$ cat src/rtl/irq_pkg.sv
package irq_pkg;

    typedef enum logic [1:0] {
        ST_WAIT = 2'd0,
        ST_EVAL = 2'd1,
        ST_TAKE = 2'd2
    } arb_state_e;

endpackage

$ cat src/rtl/irq_flag_bank.sv
module irq_flag_bank #(
    parameter int NSRC = 8
) (
    input  logic            clk,
    input  logic            rst_n,
    input  logic            cycle_start,
    input  logic [NSRC-1:0] req_i,
    input  logic [NSRC-1:0] clr_i,
    output logic [NSRC-1:0] flags_o
);

    genvar g;
    generate
        for (g = 0; g < NSRC; g++) begin : g_bit
            logic set_b;
            assign set_b = cycle_start & req_i[g];

            always_ff @(posedge clk or negedge rst_n) begin
                if (!rst_n)
                    flags_o[g] <= 1'b0;
                else if (set_b)
                    flags_o[g] <= 1'b1;
                else if (clr_i[g])
                    flags_o[g] <= 1'b0;
            end

            a_r1_sample_sets_flag: assert property (@(posedge clk) disable iff (!rst_n)
                (cycle_start && req_i[g]) |=> flags_o[g]);

            a_r10_clear_drops_flag: assert property (@(posedge clk) disable iff (!rst_n)
                (clr_i[g] && !(cycle_start && req_i[g])) |=> !flags_o[g]);
        end
    endgenerate

endmodule

$ cat src/rtl/irq_cfg_regs.sv
module irq_cfg_regs #(
    parameter int NSRC   = 8,
    parameter int PRIO_W = 3,
    localparam int IDX_W = (NSRC > 1) ? $clog2(NSRC) : 1
) (
    input  logic                          clk,
    input  logic                          rst_n,
    input  logic                          en_we_i,
    input  logic [NSRC-1:0]               en_wdata_i,
    input  logic                          prio_we_i,
    input  logic [IDX_W-1:0]              prio_sel_i,
    input  logic [PRIO_W-1:0]             prio_wdata_i,
    input  logic                          ipl_we_i,
    input  logic [PRIO_W-1:0]             ipl_wdata_i,
    input  logic                          take_load_i,
    input  logic [PRIO_W-1:0]             take_prio_i,
    output logic [NSRC-1:0]               en_o,
    output logic [NSRC-1:0][PRIO_W-1:0]   prio_o,
    output logic [PRIO_W-1:0]             ipl_o
);

    always_ff @(posedge clk or negedge rst_n) begin
        if (!rst_n)
            en_o <= '0;
        else if (en_we_i)
            en_o <= en_wdata_i;
    end

    genvar g;
    generate
        for (g = 0; g < NSRC; g++) begin : g_prio
            always_ff @(posedge clk or negedge rst_n) begin
                if (!rst_n)
                    prio_o[g] <= '0;
                else if (prio_we_i && (prio_sel_i == IDX_W'(g)))
                    prio_o[g] <= prio_wdata_i;
            end
        end
    endgenerate

    // A hardware take has precedence over a software level write.
    always_ff @(posedge clk or negedge rst_n) begin
        if (!rst_n)
            ipl_o <= '0;
        else if (take_load_i)
            ipl_o <= take_prio_i;
        else if (ipl_we_i)
            ipl_o <= ipl_wdata_i;
    end

    a_r7_take_over_write: assert property (@(posedge clk) disable iff (!rst_n)
        take_load_i |=> (ipl_o == $past(take_prio_i)));

endmodule

$ cat src/rtl/irq_pick.sv
module irq_pick #(
    parameter int NSRC   = 8,
    parameter int PRIO_W = 3,
    localparam int IDX_W = (NSRC > 1) ? $clog2(NSRC) : 1
) (
    input  logic [NSRC-1:0]             flags_i,
    input  logic [NSRC-1:0]             en_i,
    input  logic [NSRC-1:0][PRIO_W-1:0] prio_i,
    output logic                        valid_o,
    output logic [IDX_W-1:0]            idx_o,
    output logic [PRIO_W-1:0]           prio_o
);

    logic [NSRC-1:0] pend;

    genvar g;
    generate
        for (g = 0; g < NSRC; g++) begin : g_pend
            assign pend[g] = flags_i[g] & en_i[g] & (|prio_i[g]);
        end
    endgenerate

    // Scan downward with >= so that a lower index replaces an equal one.
    always_comb begin
        valid_o = 1'b0;
        idx_o   = '0;
        prio_o  = '0;
        for (int i = NSRC - 1; i >= 0; i--) begin
            if (pend[i] && (prio_i[i] >= prio_o)) begin
                valid_o = 1'b1;
                idx_o   = IDX_W'(i);
                prio_o  = prio_i[i];
            end
        end
    end

endmodule

$ cat src/rtl/irq_arbiter.sv
module irq_arbiter
    import irq_pkg::*;
#(
    parameter int NSRC     = 8,
    parameter int PRIO_W   = 3,
    parameter int ADDR_W   = 16,
    parameter logic [ADDR_W-1:0] PRI_BASE = 16'h0004,
    parameter logic [ADDR_W-1:0] ALT_BASE = 16'h0084,
    localparam int IDX_W   = (NSRC > 1) ? $clog2(NSRC) : 1
) (
    input  logic                clk,
    input  logic                rst_n,
    input  logic                cycle_start,
    input  logic [NSRC-1:0]     req_i,
    input  logic [NSRC-1:0]     flag_clr_i,
    output logic [NSRC-1:0]     flags_o,
    input  logic                en_we_i,
    input  logic [NSRC-1:0]     en_wdata_i,
    input  logic                prio_we_i,
    input  logic [IDX_W-1:0]    prio_sel_i,
    input  logic [PRIO_W-1:0]   prio_wdata_i,
    input  logic                ipl_we_i,
    input  logic [PRIO_W-1:0]   ipl_wdata_i,
    input  logic                alt_sel_i,
    input  logic                trap_i,
    input  logic                sleep_i,
    output logic                take_o,
    output logic [ADDR_W-1:0]   vec_addr_o,
    output logic [PRIO_W-1:0]   new_ipl_o,
    output logic [PRIO_W:0]     level_o,
    output logic                wake_o
);

    arb_state_e state_q, state_d;

    logic [NSRC-1:0]             en_q;
    logic [NSRC-1:0][PRIO_W-1:0] prio_q;
    logic [PRIO_W-1:0]           ipl_q;
    logic                        win_valid;
    logic [IDX_W-1:0]            win_idx;
    logic [PRIO_W-1:0]           win_prio;
    logic                        win_go;
    logic [ADDR_W-1:0]           base_sel;

    irq_flag_bank #(.NSRC(NSRC)) u_flags (
        .clk         (clk),
        .rst_n       (rst_n),
        .cycle_start (cycle_start),
        .req_i       (req_i),
        .clr_i       (flag_clr_i),
        .flags_o     (flags_o)
    );

    irq_cfg_regs #(.NSRC(NSRC), .PRIO_W(PRIO_W)) u_cfg (
        .clk          (clk),
        .rst_n        (rst_n),
        .en_we_i      (en_we_i),
        .en_wdata_i   (en_wdata_i),
        .prio_we_i    (prio_we_i),
        .prio_sel_i   (prio_sel_i),
        .prio_wdata_i (prio_wdata_i),
        .ipl_we_i     (ipl_we_i),
        .ipl_wdata_i  (ipl_wdata_i),
        .take_load_i  (win_go),
        .take_prio_i  (win_prio),
        .en_o         (en_q),
        .prio_o       (prio_q),
        .ipl_o        (ipl_q)
    );

    irq_pick #(.NSRC(NSRC), .PRIO_W(PRIO_W)) u_pick (
        .flags_i (flags_o),
        .en_i    (en_q),
        .prio_i  (prio_q),
        .valid_o (win_valid),
        .idx_o   (win_idx),
        .prio_o  (win_prio)
    );

    assign level_o  = {trap_i, ipl_q};
    assign win_go   = (state_q == ST_EVAL) && win_valid &&
                      ({1'b0, win_prio} > level_o);
    assign base_sel = alt_sel_i ? ALT_BASE : PRI_BASE;

    // State register
    always_ff @(posedge clk or negedge rst_n) begin
        if (!rst_n)
            state_q <= ST_WAIT;
        else
            state_q <= state_d;
    end

    // Next-state logic
    always_comb begin
        state_d = state_q;
        unique case (state_q)
            ST_WAIT: state_d = cycle_start ? ST_EVAL : ST_WAIT;
            ST_EVAL: begin
                if (win_go)
                    state_d = ST_TAKE;
                else
                    state_d = cycle_start ? ST_EVAL : ST_WAIT;
            end
            ST_TAKE: state_d = cycle_start ? ST_EVAL : ST_WAIT;
            default: state_d = ST_WAIT;
        endcase
    end

    // Registered vector and level, captured on the winning edge
    always_ff @(posedge clk or negedge rst_n) begin
        if (!rst_n) begin
            vec_addr_o <= '0;
            new_ipl_o  <= '0;
        end else if (win_go) begin
            vec_addr_o <= base_sel + ADDR_W'({win_idx, 1'b0});
            new_ipl_o  <= win_prio;
        end
    end

    // Outputs decoded from the state
    always_comb begin
        take_o = (state_q == ST_TAKE);
        wake_o = take_o & sleep_i;
    end

    a_r3_strictly_above: assert property (@(posedge clk) disable iff (!rst_n)
        take_o |-> ({1'b0, new_ipl_o} > $past(level_o)));

    a_r4_level_loaded: assert property (@(posedge clk) disable iff (!rst_n)
        take_o |-> (level_o[PRIO_W-1:0] == new_ipl_o));

    a_r8_trap_blocks: assert property (@(posedge clk) disable iff (!rst_n)
        take_o |-> !$past(trap_i));

    a_r9_wake_needs_take: assert property (@(posedge clk) disable iff (!rst_n)
        wake_o |-> (take_o && sleep_i));

    a_r5_vector_even_offset: assert property (@(posedge clk) disable iff (!rst_n)
        take_o |-> (vec_addr_o[0] == PRI_BASE[0] || vec_addr_o[0] == ALT_BASE[0]));

endmodule

$ cat config.mk
export PLATFORM = sky130hd
export DESIGN_NAME = irq_arbiter
export DESIGN_NICKNAME = d
export VERILOG_FILES = /design/src/rtl/irq_pkg.sv /design/src/rtl/irq_flag_bank.sv /design/src/rtl/irq_cfg_regs.sv /design/src/rtl/irq_pick.sv /design/src/rtl/irq_arbiter.sv
export SDC_FILE = /design/constraint.sdc
export NUM_CORES = 1
export LEC_CHECK = 0
export BUFFER_PORTS_ARGS = -buffer_cell sky130_fd_sc_hd__buf_2
export CAP_MARGIN = 40
export CORE_MARGIN = 5
export CORE_UTILIZATION = 51
export CTS_BUF_LIST = sky130_fd_sc_hd__clkbuf_4
export DETAILED_ROUTE_END_ITERATION = 10
export GPL_ROUTABILITY_DRIVEN = 0
export HOLD_SLACK_MARGIN = 0.06
export MAX_ROUTING_LAYER = met4
export PLACE_DENSITY = 0.86
export SLEW_MARGIN = 20
export SYNTH_ARGS = -nofsm -noshare
export SYNTH_HDL_FRONTEND = slang
export SYNTH_HIERARCHICAL = 1
export SYNTH_SLANG_ARGS = --single-unit
$ cat constraint.sdc
create_clock -name clk -period 14.85 [get_ports clk]
set_input_delay 2.97 -clock clk [delete_from_list [all_inputs] [get_ports clk]]
set_output_delay 2.97 -clock clk [all_outputs]
set_load 0.02 [all_outputs]
* After elaboration in Yosys (flattened, before gate mapping)
Index checks and enable logic that the tools add are counted.
W data, S select, Z words.
** Storage, ports and cells
- Output and inout port bits :: 33
- Register bits :: 64
- Input bits :: 42
- Logic and storage cells :: 149
** Operators by class
- $add $sub $neg :: 1
- Equal/unequal tests :: 9
- $lt $le $gt $ge :: 9
- Reduce and logical (&&, ||, !) cells :: 38
- Bitwise gates (word level) :: 25
- Mux-type cells :: 46
** Operators with widths (number)
- $mux W3 :: 18
- $and A1 B1 Y1 :: 25
- $mux W1 :: 25
- $reduce_or A3 Y1 :: 8
- $ge A3 B3 Y1 :: 7
- $logic_and A1 B1 Y1 :: 18
- $reduce_bool A2 Y1 :: 9
- $eq A3 B3 Y1 const B :: 4
- $add A8 B4 Y9 :: 1
- $mux W8 :: 1
- $eq A3 B2 Y1 const B :: 2
- $gt A3 B4 Y1 :: 1
- $pmux W2 S2 :: 1
- $eq A3 B1 Y1 const B :: 1
- $ge A3 B1 Y1 const B :: 1
- $logic_not A3 Y1 :: 1
- $eq A2 B1 Y1 const B :: 1
- $eq A2 B2 Y1 const B :: 1
- $logic_not A2 Y1 :: 1
- $mux W2 :: 1
- $reduce_or A2 Y1 :: 1

* Longest topological paths before layout
Gate-level depths: netlist of run 1.
- Depth after elaboration :: 29
- Mapped depth :: 58
- Gate-level depth less buffers :: 57

* By module
The synthesis of run 1 kept the hierarchy.
** Modules (own cells, without submodules)
- irq_cfg_regs :: seq. area each 875.8 µm², area each 1436.4 µm², cells an instance 85, times used 1
- irq_pick :: seq. area each 0.0 µm², area each 1156.1 µm², cells an instance 168, times used 1
- irq_arbiter :: seq. area each 250.2 µm², area each 630.6 µm², cells an instance 53, times used 1
- irq_flag_bank :: seq. area each 200.2 µm², area each 341.6 µm², cells an instance 33, times used 1

* Worst setup path after synthesis of run 1
No wires, ideal clock.
- Kind :: register to register
- Start :: register u_flags.flags_o[7]
- End :: register new_ipl_o[0]
- Buffers on the path :: 1
- Period minus slack after synthesis :: 10.472 ns
- Stages on the path, launching flop included :: 54
- Arrival time :: 10.347 ns
- Data required time :: 14.725 ns
- Slack :: 4.378 ns
- Library setup time :: 0.125 ns
- Cell sequence :: dfrtp_1 and3_1 inv_1 ha_1 nand2_1 o21a_4 o31ai_1 nand2_1 ha_1 nand2b_1 o2111ai_1 o21ai_0 nor2_1 mux2_2 ha_1 nand2b_1 o21ai_0 a21oi_1 (+18 left out) a21o_1 a21oi_1 nor2_1 inv_1 mux2_2 ha_1 nand2b_1 a21o_1 a21oi_1 nor2_1 o31a_1 nor2_1 nand2_1 or4b_2 nor4b_4 nand3_2 buf_6 mux2_4
** On the way
- Longest elaborated chain between the ends :: 27
- Elaborated cells between the ends (all ways) :: 36
- Those cells by class :: order compare: 8; mux: 16; bitwise: 2; reduce/logical: 10
** Ends and longest elaborated chain
- from (decl) :: line irq_flag_bank.sv:9 : output logic [NSRC-1:0] flags_o
- from (signal, indexed assignment) :: line irq_flag_bank.sv:20 : flags_o[g] <= 1'b0;
- from (signal, indexed assignment) :: line irq_flag_bank.sv:22 : flags_o[g] <= 1'b1;
- from (signal, indexed assignment) :: line irq_flag_bank.sv:24 : flags_o[g] <= 1'b0;
- $and A1 B1 Y1 * (2 in a row) :: line irq_pick.sv:19 : assign pend[g] = flags_i[g] & en_i[g] & (|prio_i[g]);
- $logic_and A1 B1 Y1 * :: line irq_pick.sv:29 : if (pend[i] && (prio_i[i] >= prio_o)) begin
- $mux W3 :: line irq_pick.sv:29
- $ge A3 B3 Y1 :: line irq_pick.sv:29
- $logic_and A1 B1 Y1 :: line irq_pick.sv:29
- $mux W3 :: line irq_pick.sv:29
- $ge A3 B3 Y1 :: line irq_pick.sv:29
- $logic_and A1 B1 Y1 :: line irq_pick.sv:29
- (+10 left out)
- $ge A3 B3 Y1 :: line irq_pick.sv:29
- $logic_and A1 B1 Y1 :: line irq_pick.sv:29
- $mux W3 :: line irq_pick.sv:29
- $ge A3 B3 Y1 :: line irq_pick.sv:29
- $logic_and A1 B1 Y1 :: line irq_pick.sv:29
- $mux W1 * :: line irq_pick.sv:29
- net win_valid :: line irq_arbiter.sv:39 : logic win_valid;
- $logic_and A1 B1 Y1 * (2 in a row) :: line irq_arbiter.sv:81 : assign win_go = (state_q == ST_EVAL) && win_valid &&
- to (signal assigned) :: line irq_arbiter.sv:116 : new_ipl_o <= win_prio;
- to (decl) :: line irq_arbiter.sv:29 : output logic [PRIO_W-1:0] new_ipl_o,
The timed path passes the listed nets; every way through them passes the cells marked *.
A chain may end at the register's enable or synchronous reset.

* Worst setup path in the final report of run 1
- Start :: register u_flags.flags_o[7]
- End :: register vec_addr_o[1]
** On the way
- Longest elaborated chain between the ends :: 27
- Elaborated cells between the ends (all ways) :: 45
- Those cells by class :: add/sub: 1; order compare: 8; mux: 24; bitwise: 2; reduce/logical: 10
** Ends and longest elaborated chain
- $and A1 B1 Y1 * (2 in a row) :: line irq_pick.sv:19
- $logic_and A1 B1 Y1 * :: line irq_pick.sv:29
- $mux W3 :: line irq_pick.sv:29
- $ge A3 B3 Y1 :: line irq_pick.sv:29
- $logic_and A1 B1 Y1 :: line irq_pick.sv:29
- $mux W3 :: line irq_pick.sv:29
- $ge A3 B3 Y1 :: line irq_pick.sv:29
- $logic_and A1 B1 Y1 :: line irq_pick.sv:29
- (+10 left out)
- $ge A3 B3 Y1 :: line irq_pick.sv:29
- $logic_and A1 B1 Y1 :: line irq_pick.sv:29
- $mux W3 :: line irq_pick.sv:29
- $ge A3 B3 Y1 :: line irq_pick.sv:29
- $logic_and A1 B1 Y1 :: line irq_pick.sv:29
- $mux W1 * :: line irq_pick.sv:29
- net win_valid :: line irq_arbiter.sv:39
- $logic_and A1 B1 Y1 * (2 in a row) :: line irq_arbiter.sv:81
- to (signal assigned) :: line irq_arbiter.sv:115 : vec_addr_o <= base_sel + ADDR_W'({win_idx, 1'b0});
- to (decl) :: line irq_arbiter.sv:28 : output logic [ADDR_W-1:0] vec_addr_o,
Marks and branches as above.

==> run metrics, run 1 <==
transition time at the pin with the least slew margin 668.0 ps; category of the worst setup path launch point register; total setup violations reported at the end of the flow 0; overall die area 8762 sq um; Inserted Diodes 0; Worst Path Class, Setup reg2reg; antenna violations before repair 0; biggest area consumer among synthesized cells sky130_fd_sc_hd__dfrtp_1; register bit count reported by yosys 53; total vias in the final route 2,833; Netlist Area Pre-Place 3565 sq um; Crit path top cell by count sky130_fd_sc_hd__ha_1; fillcell total 603; kind of cell with the highest combined delay on the critical path simple AND/OR/NAND/NOR gates; PD cells 137.3 nW/um^2; final cell utilization of the core 0.5893; Avg Synthesized Cell Area 10.52 sq um; cell-internal power 0.3323 mW; post-route clock period utilization 0.7993; P_leak 1.974 nW; Skew-Pair Late Insertion Delay 370 ps; post-synthesis to final-layout area growth 12.32%; startpoint of the most critical setup path u_flags/flags_o[7]; path type of the worst min-delay path reg2reg; Synth top cells by count sky130_fd_sc_hd__dfrtp_1, sky130_fd_sc_hd__inv_1, sky130_fd_sc_hd__nand2_1, sky130_fd_sc_hd__mux2_2, sky130_fd_sc_hd__ha_1; post-route worst hold slack 526.9 ps; Detailed Route WL 8.017 mm; HPWL reported at the end of detailed placement 6.150 mm; relative max-transition margin 0.5547; clock power share 0.146; switching portion of total power 0.3954; fraction of final layout cells sized beyond drive strength 1 0.3531; number of setup buffers added after CTS 0; initial core utilization 0.5247; Setup Total Neg Slack 0 ps; largest stage delay on the critical path 660 ps; Sw Pwr 0.2173 mW; input/output buffers 63; residual DRC count 0; number of placed I/O pins 75; Bufs on Longest Clock Path 2; CTS tree built; worst endpoint data arrival time 12,150 ps; # resized after CTS 0; result of the run completed; Pwr Total 0.5496 mW; H-tree depth 2; area taken by multi-input logic gates 2042 sq um; Vias per Instance 5.655; Slew Viols, Final 0; placement row count 30; wire length of the first global-routing pass 13.03 mm; setup repair after global routing missed its margin no; worst-case vdd ir drop 0.05295 mV; placement-stage worst setup slack 3227 ps; share of power burned in registers 0.384; Synth async-reset ratio 1.000; final layout net count 467; Setup crit end kind register; Post-CTS Hold Fix Bufs 0; critical hold path startpoint u_cfg/en_o[1]; overall fraction of global-route tracks in use 0.1922; clk slew on worst S/H paths 150 ps; residual antenna-violating net count after detailed routing 0; register area 1326 sq um; Die Wd 93.61 um; distinct cell type count after synthesis 65; WL/cell 16.00 um; Std-Cell Core Area 6794 sq um; vias in the first global route 2,773; combinational fraction of design power 0.470; clock buffers created by TritonCTS 5; total global routing overflow 0; sequential share of the synthesized area 0.3721; Post-Synthesis Cells 339; First DRT Iteration DRCs 216; Die Span Y 93.61 um; area share of the largest cell type after synthesis 0.3721; number of enable-type register cells in the synthesized netlist 0; cell at the root of the clock tree sky130_fd_sc_hd__clkbuf_4; crit path max-delay cell type sky130_fd_sc_hd__or4b_2; clock sinks 53; launch point of the worst reg-to-reg path u_flags/flags_o[7]; DR pass1 iterations 4; most frequently used cell type in the post-synthesis netlist sky130_fd_sc_hd__dfrtp_1; final setup margin 2980 ps; number of endpoints with negative hold slack in the final report 0; most used flip-flop cell after synthesis sky130_fd_sc_hd__dfrtp_1; Syn. warnings 6; crit path max fanout 11; top post-synthesis cells by area sky130_fd_sc_hd__dfrtp_1, sky130_fd_sc_hd__mux2_2, sky130_fd_sc_hd__ha_1, sky130_fd_sc_hd__mux2_4, sky130_fd_sc_hd__inv_1; Buf+Inv Stages, Crit Path 3; Highest Clock Rate 0.08425 GHz; Layout Skew 10.70 ps; max-cap check violation count 0; min Tclk post-route 11,870 ps; endpoint required time on the critical path 15,130 ps; pin count of the biggest net entering global routing 54
## registers in the layout, indices dropped and copies added (netlist names)
name             count
u_cfg/ipl_o          3
u_flags/flags_o      8
new_ipl_o            3
state_q              2
u_cfg/prio_o        24
u_cfg/en_o           8
vec_addr_o           5
## cell type report
type	instances	area share
clock inverter	2	0.009688
sequential	53	0.3312
clock buffer	5	0.009375
tap	96	0.03000
timing repair buffer	64	0.08063
multi-input combinational	250	0.5100
inverter	31	0.02906
## layout by cell type, fill, tap and decap left out, types with 2 or more instances in the layout
master and n:
sky130_fd_sc_hd__o21ai_0 17, sky130_fd_sc_hd__and3_1 5, sky130_fd_sc_hd__mux2_2 28, sky130_fd_sc_hd__mux2i_1 4
sky130_fd_sc_hd__o21ai_2 9, sky130_fd_sc_hd__a211oi_1 2, sky130_fd_sc_hd__o31ai_1 4, sky130_fd_sc_hd__a31oi_1 5
sky130_fd_sc_hd__o311ai_0 2, sky130_fd_sc_hd__nand4b_1 3, sky130_fd_sc_hd__o311a_1 2, sky130_fd_sc_hd__and4bb_4 3
sky130_fd_sc_hd__conb_1 11, sky130_fd_sc_hd__nor2_1 11, sky130_fd_sc_hd__inv_1 30, sky130_fd_sc_hd__ha_1 20
sky130_fd_sc_hd__o211a_1 2, sky130_fd_sc_hd__nand3_1 6, sky130_fd_sc_hd__dfrtp_1 53, sky130_fd_sc_hd__nor2b_1 3
sky130_fd_sc_hd__and2_1 6, sky130_fd_sc_hd__clkbuf_4 5, sky130_fd_sc_hd__a21o_1 3, sky130_fd_sc_hd__nand2_1 30
sky130_fd_sc_hd__a21oi_1 13, sky130_fd_sc_hd__nor3_1 3, sky130_fd_sc_hd__o21a_1 2, sky130_fd_sc_hd__nor4b_4 2
sky130_fd_sc_hd__buf_2 63, sky130_fd_sc_hd__mux2_4 15, sky130_fd_sc_hd__nand2b_1 7
## power groups by stage
stage	clock network, mW	logic, mW	registers [mW]
after floorplan	0	0.174	0.224
after global placement	0	0.242	0.211
after detailed placement	0	0.256	0.214
after CTS	0.0831	0.257	0.211
after global routing	0.0881	0.284	0.216
final	0.0804	0.258	0.211
## cell families after synthesis
group | after synthesis | synth area share
other | 1 | 0.001052
adder cells (fa/ha/maj) | 21 | 0.07336
multiplexers | 47 | 0.1629
AND/OR/NAND/NOR | 90 | 0.1541
AO/OA/AOI/OAI | 81 | 0.1709
flip-flops | 53 | 0.3721
buffers and inverters | 46 | 0.06564
## metrics by stage
stage          cell area (sq um)  cells
6_report                    4004    501
5_1_grt                     4004    501
3_3_place_gp                3928    494
4_1_cts                     4004    501
2_1_floorplan               3602    349
3_5_place_dp                3928    494
## per-layer routing
metal  wire, um  track usage  share of wire  vias to the layer above
met4        204      0.06498          0.025                        0
met5          0            -              0                        -
met2       3942       0.3210           0.49                      101
li1           -            -              -                     1342
met3        394      0.02896          0.049                       17
met1       3477       0.2394           0.43                     1373
## path summary, 6_finish.rpt
kind / to / slack, ps / cells after the start
worst max-delay path: vec_addr_o[1] / 2980 / 53
worst min-delay path: u_cfg/en_o[1] / 530 / 1
worst max register to register: vec_addr_o[1] / 2980 / 53
worst min register to register: u_cfg/en_o[1] / 530 / 1
max in group asynchronous: u_cfg/prio_o[12] / 11710 / 2
min in group asynchronous: state_q[1] / 2690 / 2
## worst register-to-register path: cells and delay by family (launching register included)
family                   cells  cell delay [ps]
AND/OR/NAND/NOR             20             3580
adder cells (fa/ha/maj)      8             2210
multiplexers                 5             1870
flip-flops                   1              440
AO/OA/AOI/OAI               17             3330
buffers and inverters        3              320
Note: power is estimated with default switching activity, not from simulation.
==> run 2, diff against run 1 <==
==> constraint.sdc (replaced) <==
create_clock -name clk -period 11.25 [get_ports clk]
set_input_delay 2.25 -clock clk [delete_from_list [all_inputs] [get_ports clk]]
set_output_delay 2.25 -clock clk [all_outputs]
set_load 0.02 [all_outputs]
==> run metrics, run 2 (synthesized netlist as in run 1, its figures left out) <==
critical hold path startpoint vec_addr_o[4]; placement row count 30 (unchanged); worst endpoint data arrival time 11,190 ps (-960 ps); Inserted Diodes 0 (unchanged); Die Wd 93.61 um (unchanged); max-cap check violation count 0 (unchanged); final setup margin 342.0 ps (-2638 ps); initial core utilization 0.5247 (unchanged); result of the run completed; clock buffers created by TritonCTS 5 (unchanged); Post-CTS Hold Fix Bufs 0 (unchanged); HPWL reported at the end of detailed placement 6.451 mm (+4.9%); Setup crit end kind register; critical register-to-register path endpoint vec_addr_o[1]; number of placed I/O pins 75 (unchanged); relative max-transition margin 0.5535 (-0.001189); fillcell total 553 (-8.3%); clock sinks 53 (unchanged); wire length of the first global-routing pass 13.88 mm (+6.5%); kind of cell with the highest combined delay on the critical path compound AO/OA/AOI/OAI gates; terminating pin of the worst hold path vec_addr_o[4]; worst hold path stage count 1 (unchanged); antenna violations before repair 0 (unchanged); total number of cells along the worst setup path 52 (-1.9%); Setup Total Neg Slack 0 ps (unchanged); vias in the first global route 2,996 (+8.0%); Crit path top cell by count sky130_fd_sc_hd__ha_1; H-tree depth 2 (unchanged); min Tclk post-route 10,910 ps (-961.7 ps); residual DRC count 0 (unchanged); total setup violations reported at the end of the flow 0 (unchanged); transition time at the pin with the least slew margin 669.8 ps (+1.784 ps); residual antenna-violating net count after detailed routing 0 (unchanged); Detailed Route WL 8.941 mm (+12%); path type of the worst min-delay path reg2reg; crit path max-delay cell type sky130_fd_sc_hd__or4b_2; P_leak 2.045 nW (+3.6%); Worst Path Class, Setup reg2reg; final layout net count 478 (+2.4%); Highest Clock Rate 0.09168 GHz (+8.8%); number of endpoints with negative hold slack in the final report 0 (unchanged); pin count of the biggest net entering global routing 54 (unchanged); largest stage delay on the critical path 610 ps (-50 ps); WL/cell 17.46 um (+9.1%); length in cells of the worst reg-to-reg path 52 (-1.9%); input/output buffers 63 (unchanged); post-synthesis to final-layout area growth 18.11%; overall die area 8762 sq um (unchanged); leading cell types in the layout, fill and taps excluded sky130_fd_sc_hd__buf_2, sky130_fd_sc_hd__dfrtp_1, sky130_fd_sc_hd__inv_1, sky130_fd_sc_hd__mux2_2, sky130_fd_sc_hd__nand2_1; Std-Cell Core Area 6794 sq um (unchanged); endpoint required time on the critical path 11,540 ps (-3590 ps); Reg with most FFs u_cfg/prio_o; worst-case vdd ir drop 0.08915 mV (+68%); cell at the root of the clock tree sky130_fd_sc_hd__clkbuf_4; Layout Skew 15.22 ps (+4.516 ps); most common cell after layout, fill and taps aside sky130_fd_sc_hd__buf_2; registers with the most flip-flops u_cfg/prio_o: 24 flops, u_cfg/en_o: 8 flops, u_flags/flags_o: 8 flops; clk slew on worst S/H paths 160 ps (about the same); Slew Viols, Final 0 (unchanged); crit path max fanout 6 (-5); overall fraction of global-route tracks in use 0.2045 (+0.01225); Die Span Y 93.61 um (unchanged); Vias per Instance 5.861 (+3.7%); final cell utilization of the core 0.6197 (+0.03039); fraction of final layout cells sized beyond drive strength 1 0.4231 (+0.06999); launch point of the worst reg-to-reg path u_cfg/en_o[7]; DR pass1 iterations 4 (unchanged); total global routing overflow 0 (unchanged); Buf+Inv Stages, Crit Path 4 (+1); placement-stage worst setup slack -178.2 ps (-3405 ps); Bufs on Longest Clock Path 2 (unchanged); total placed cells including tap cells 496 (+0.40%); count of non-filler cells in the finished layout 512 (+2.2%); total vias in the final route 3,001 (+5.9%); First DRT Iteration DRCs 268 (+24%); category of the worst setup path launch point register; worst reg-to-reg setup slack 340 ps (-2640 ps); post-route worst hold slack 526.9 ps (-0.01300 ps); Skew-Pair Late Insertion Delay 380 ps (about the same); PD cells 186.6 nW/um^2 (+36%); post-route clock period utilization 0.9696 (+0.1703); number of flip-flops in the largest register 24 (unchanged); CTS tree built
==> run 2: metrics by stage <==
stage / area [sq um] / power, mW
finish: 4210 / 0.7856
global route: 4210 / 0.8364
CTS: 4046 / 0.7375
detailed placement: 3943 / 0.6223
global placement: 3943 / 0.5978
floorplan: 3602 / 0.5262
==> run 2: how the worst max path moves through the flow <==
stage	endpoint	start
after global placement	vec_addr_o[1]	u_flags/flags_o[7]
after floorplan	new_ipl_o[0]	u_flags/flags_o[7]
after detailed placement	vec_addr_o[1]	u_flags/flags_o[7]
final	vec_addr_o[1]	u_cfg/en_o[7]
after CTS	vec_addr_o[1]	u_cfg/en_o[7]
after global routing	new_ipl_o[0]	u_cfg/en_o[7]
==> run 2: repair_timing <==
item	in CTS	in global routing
buffers inserted	1	7
pin swaps	0	9
resized for setup	4	26
gates cloned	0	1
setup endpoints to repair	12	13
==> run 2: cell type report <==
cell class | instances | area [sq um] | share of cell area
inverters | 31 | 116.4 | 0.02764
clock inverters | 2 | 38.79 | 0.009212
multi-input cells | 251 | 2173 | 0.5162
repair buffers | 74 | 397.9 | 0.09450
well taps | 96 | 120.1 | 0.02853
flip-flops and latches | 53 | 1326 | 0.3150
clock buffers | 5 | 37.54 | 0.008915
==> run 2: per-layer routing <==
metal  track usage  vias up  wire [um]
met4       0.07461        0        248
li1              -     1360          -
met2        0.3568      147       4595
met1        0.2384     1461       3522
met3       0.03218       33        576
met5             -        -          0
==> run 2: report_power, final <==
| group | total, mW | switching, mW | internal, mW |
|---|---|---|---|
| logic | 0.397 | 0.215 | 0.182 |
| registers | 0.282 | 0.0470 | 0.235 |
| clock network | 0.107 | 0.0603 | 0.0465 |
| total | 0.786 | 0.322 | 0.464 |
==> run 3, diff against run 2 <==
--- a/config.mk
+++ b/config.mk
@@ -8,13 +8,13 @@
 export BUFFER_PORTS_ARGS = -buffer_cell sky130_fd_sc_hd__buf_2
 export CAP_MARGIN = 40
 export CORE_MARGIN = 5
-export CORE_UTILIZATION = 51
+export CORE_UTILIZATION = 40
 export CTS_BUF_LIST = sky130_fd_sc_hd__clkbuf_4
 export DETAILED_ROUTE_END_ITERATION = 10
 export GPL_ROUTABILITY_DRIVEN = 0
 export HOLD_SLACK_MARGIN = 0.06
 export MAX_ROUTING_LAYER = met4
-export PLACE_DENSITY = 0.86
+export PLACE_DENSITY = 0.73
 export SLEW_MARGIN = 20
 export SYNTH_ARGS = -nofsm -noshare
 export SYNTH_HDL_FRONTEND = slang
==> run metrics, run 3 (synthesized netlist as in run 1, its figures left out) <==
Vias per Instance 5.341 (-8.9%); vias in the first global route 2,685 (-10%); pin count of the biggest net entering global routing 54 (unchanged); launch point of the worst reg-to-reg path u_flags/flags_o[7]; total vias in the final route 2,788 (-7.1%); input/output buffers 63 (unchanged); final setup margin 511.6 ps (+169.6 ps); clock buffers created by TritonCTS 5 (unchanged); overall fraction of global-route tracks in use 0.1515 (-0.05303); worst endpoint data arrival time 11,000 ps (-190 ps); number of flip-flops in the largest register 24 (unchanged); Die Span Y 104.4 um (+12%); worst reg-to-reg setup slack 510 ps (+170 ps); Crit path top cell by count sky130_fd_sc_hd__ha_1; path type of the worst min-delay path reg2reg; placement-stage worst setup slack -54.34 ps (+123.9 ps); Post-CTS Hold Fix Bufs 0 (unchanged); cell at the root of the clock tree sky130_fd_sc_hd__clkbuf_4; clock sinks 53 (unchanged); category of the worst setup path launch point register; largest stage delay on the critical path 450 ps (-160 ps); initial core utilization 0.4088 (-0.1159); DR pass1 iterations 4 (unchanged); wire length of the first global-routing pass 13.25 mm (-4.5%); total setup violations reported at the end of the flow 0 (unchanged); Pwr Total 0.7487 mW (-4.7%); final layout net count 476 (-0.42%); Highest Clock Rate 0.09312 GHz (+1.6%); Reg with most FFs u_cfg/prio_o; Inserted Diodes 0 (unchanged); WL/cell 15.98 um (-8.5%); H-tree depth 2 (unchanged); CTS tree built; antenna violations before repair 0 (unchanged); crit path max-delay cell type sky130_fd_sc_hd__dfrtp_1; Die Wd 104.4 um (+12%); overall die area 10,900 sq um (+24%); min Tclk post-route 10,740 ps (-169.6 ps); Slew Viols, Final 0 (unchanged); relative max-transition margin 0.5460 (-0.007487); critical register-to-register path endpoint vec_addr_o[7]; total placed cells including tap cells 509 (+2.6%); worst hold path stage count 1 (unchanged); length in cells of the worst reg-to-reg path 53 (+1.9%); transition time at the pin with the least slew margin 672.5 ps (+2.694 ps); crit path max fanout 6 (unchanged); Detailed Route WL 8.341 mm (-6.7%); leading cell types in the layout, fill and taps excluded sky130_fd_sc_hd__buf_2, sky130_fd_sc_hd__dfrtp_1, sky130_fd_sc_hd__inv_1, sky130_fd_sc_hd__nand2_1, sky130_fd_sc_hd__mux2_2; post-synthesis to final-layout area growth 17.34%; HPWL reported at the end of detailed placement 6.107 mm (-5.3%); residual DRC count 0 (unchanged); First DRT Iteration DRCs 123 (-54%); Setup Total Neg Slack 0 ps (unchanged); most common cell after layout, fill and taps aside sky130_fd_sc_hd__buf_2; number of placed I/O pins 75 (unchanged); count of non-filler cells in the finished layout 522 (+2.0%); total global routing overflow 0 (unchanged); number of endpoints with negative hold slack in the final report 0 (unchanged); placement row count 34 (+13%); Layout Skew 19.45 ps (+4.236 ps); PD cells 179.0 nW/um^2 (-4.1%); worst-case vdd ir drop 0.08222 mV (-7.8%); endpoint required time on the critical path 11,520 ps (-20 ps); max-cap check violation count 0 (unchanged); fraction of final layout cells sized beyond drive strength 1 0.4227 (about the same); Skew-Pair Late Insertion Delay 380 ps (about the same); registers with the most flip-flops u_cfg/prio_o: 24 flops, u_cfg/en_o: 8 flops, u_flags/flags_o: 8 flops; Std-Cell Core Area 8721 sq um (+28%); Bufs on Longest Clock Path 2 (unchanged); result of the run completed; critical hold path startpoint u_cfg/en_o[4]; Worst Path Class, Setup reg2reg; Setup crit end kind register; clk slew on worst S/H paths 160 ps (about the same); P_leak 2.012 nW (-1.6%); residual antenna-violating net count after detailed routing 0 (unchanged); post-route clock period utilization 0.9545 (-0.01508); terminating pin of the worst hold path u_cfg/en_o[4]
## run 3: what timing repair did
action,in CTS,in global routing
setup endpoints to repair,10,13
gates cloned,0,1
gates resized for setup,3,28
buffers inserted,0,5
pin swaps,0,9
## run 3: worst max-delay path by stage
| stage | start | depth (start not counted) | to |
|---|---|---|---|
| global route | u_flags/flags_o[7] | 54 | vec_addr_o[3] |
| global placement | u_flags/flags_o[7] | 52 | vec_addr_o[1] |
| finish | u_flags/flags_o[7] | 53 | vec_addr_o[7] |
| detailed placement | u_flags/flags_o[7] | 53 | vec_addr_o[1] |
| CTS | u_flags/flags_o[7] | 53 | vec_addr_o[1] |
| floorplan | u_flags/flags_o[7] | 53 | new_ipl_o[0] |
## run 3: routing by layer
metal	up-vias	part of all wire	track usage
li1	1363	-	-
met1	1336	0.47	0.2005
met2	82	0.48	0.2430
met3	7	0.046	0.02173
met4	0	0.0091	0.04070
met5	-	0	-
## run 3: final cells by class
type                    count  area (sq um)
repair buffers             72         382.9
clock buffers               5         37.54
well taps                 108         135.1
inverters                  31         116.4
clock inverters             2         16.27
flip-flops and latches     53          1326
multi-input cells         251          2168
fillers                   790          4538
## run 3: stage by stage
stage / hold slack, ps / util / cell area, sq um
after floorplan: 474.8 / - / 3602
after global placement: 486.4 / 0.4547 / 3965
after detailed placement: 492.9 / 0.4547 / 3965
after CTS: 525.4 / 0.4628 / 4036
after global routing: 534.3 / 0.4796 / 4183
final: 524.5 / 0.4796 / 4183
## run 3: report_power, final
part           switching, mW  internal [mW]  total (mW)
clock                 0.0617         0.0237      0.0854
combinational          0.206          0.178       0.384
sequential            0.0445          0.235       0.279
## run 3: critical path: cells and delay by family (launching register included)
kind                     cells  cell delay [ps]
multiplexers                 5             1700
AND/OR/NAND/NOR             15             1840
AO/OA/AOI/OAI               21             3980
adder cells (fa/ha/maj)      8             2250
flip-flops                   1              450
buffers and inverters        4              410
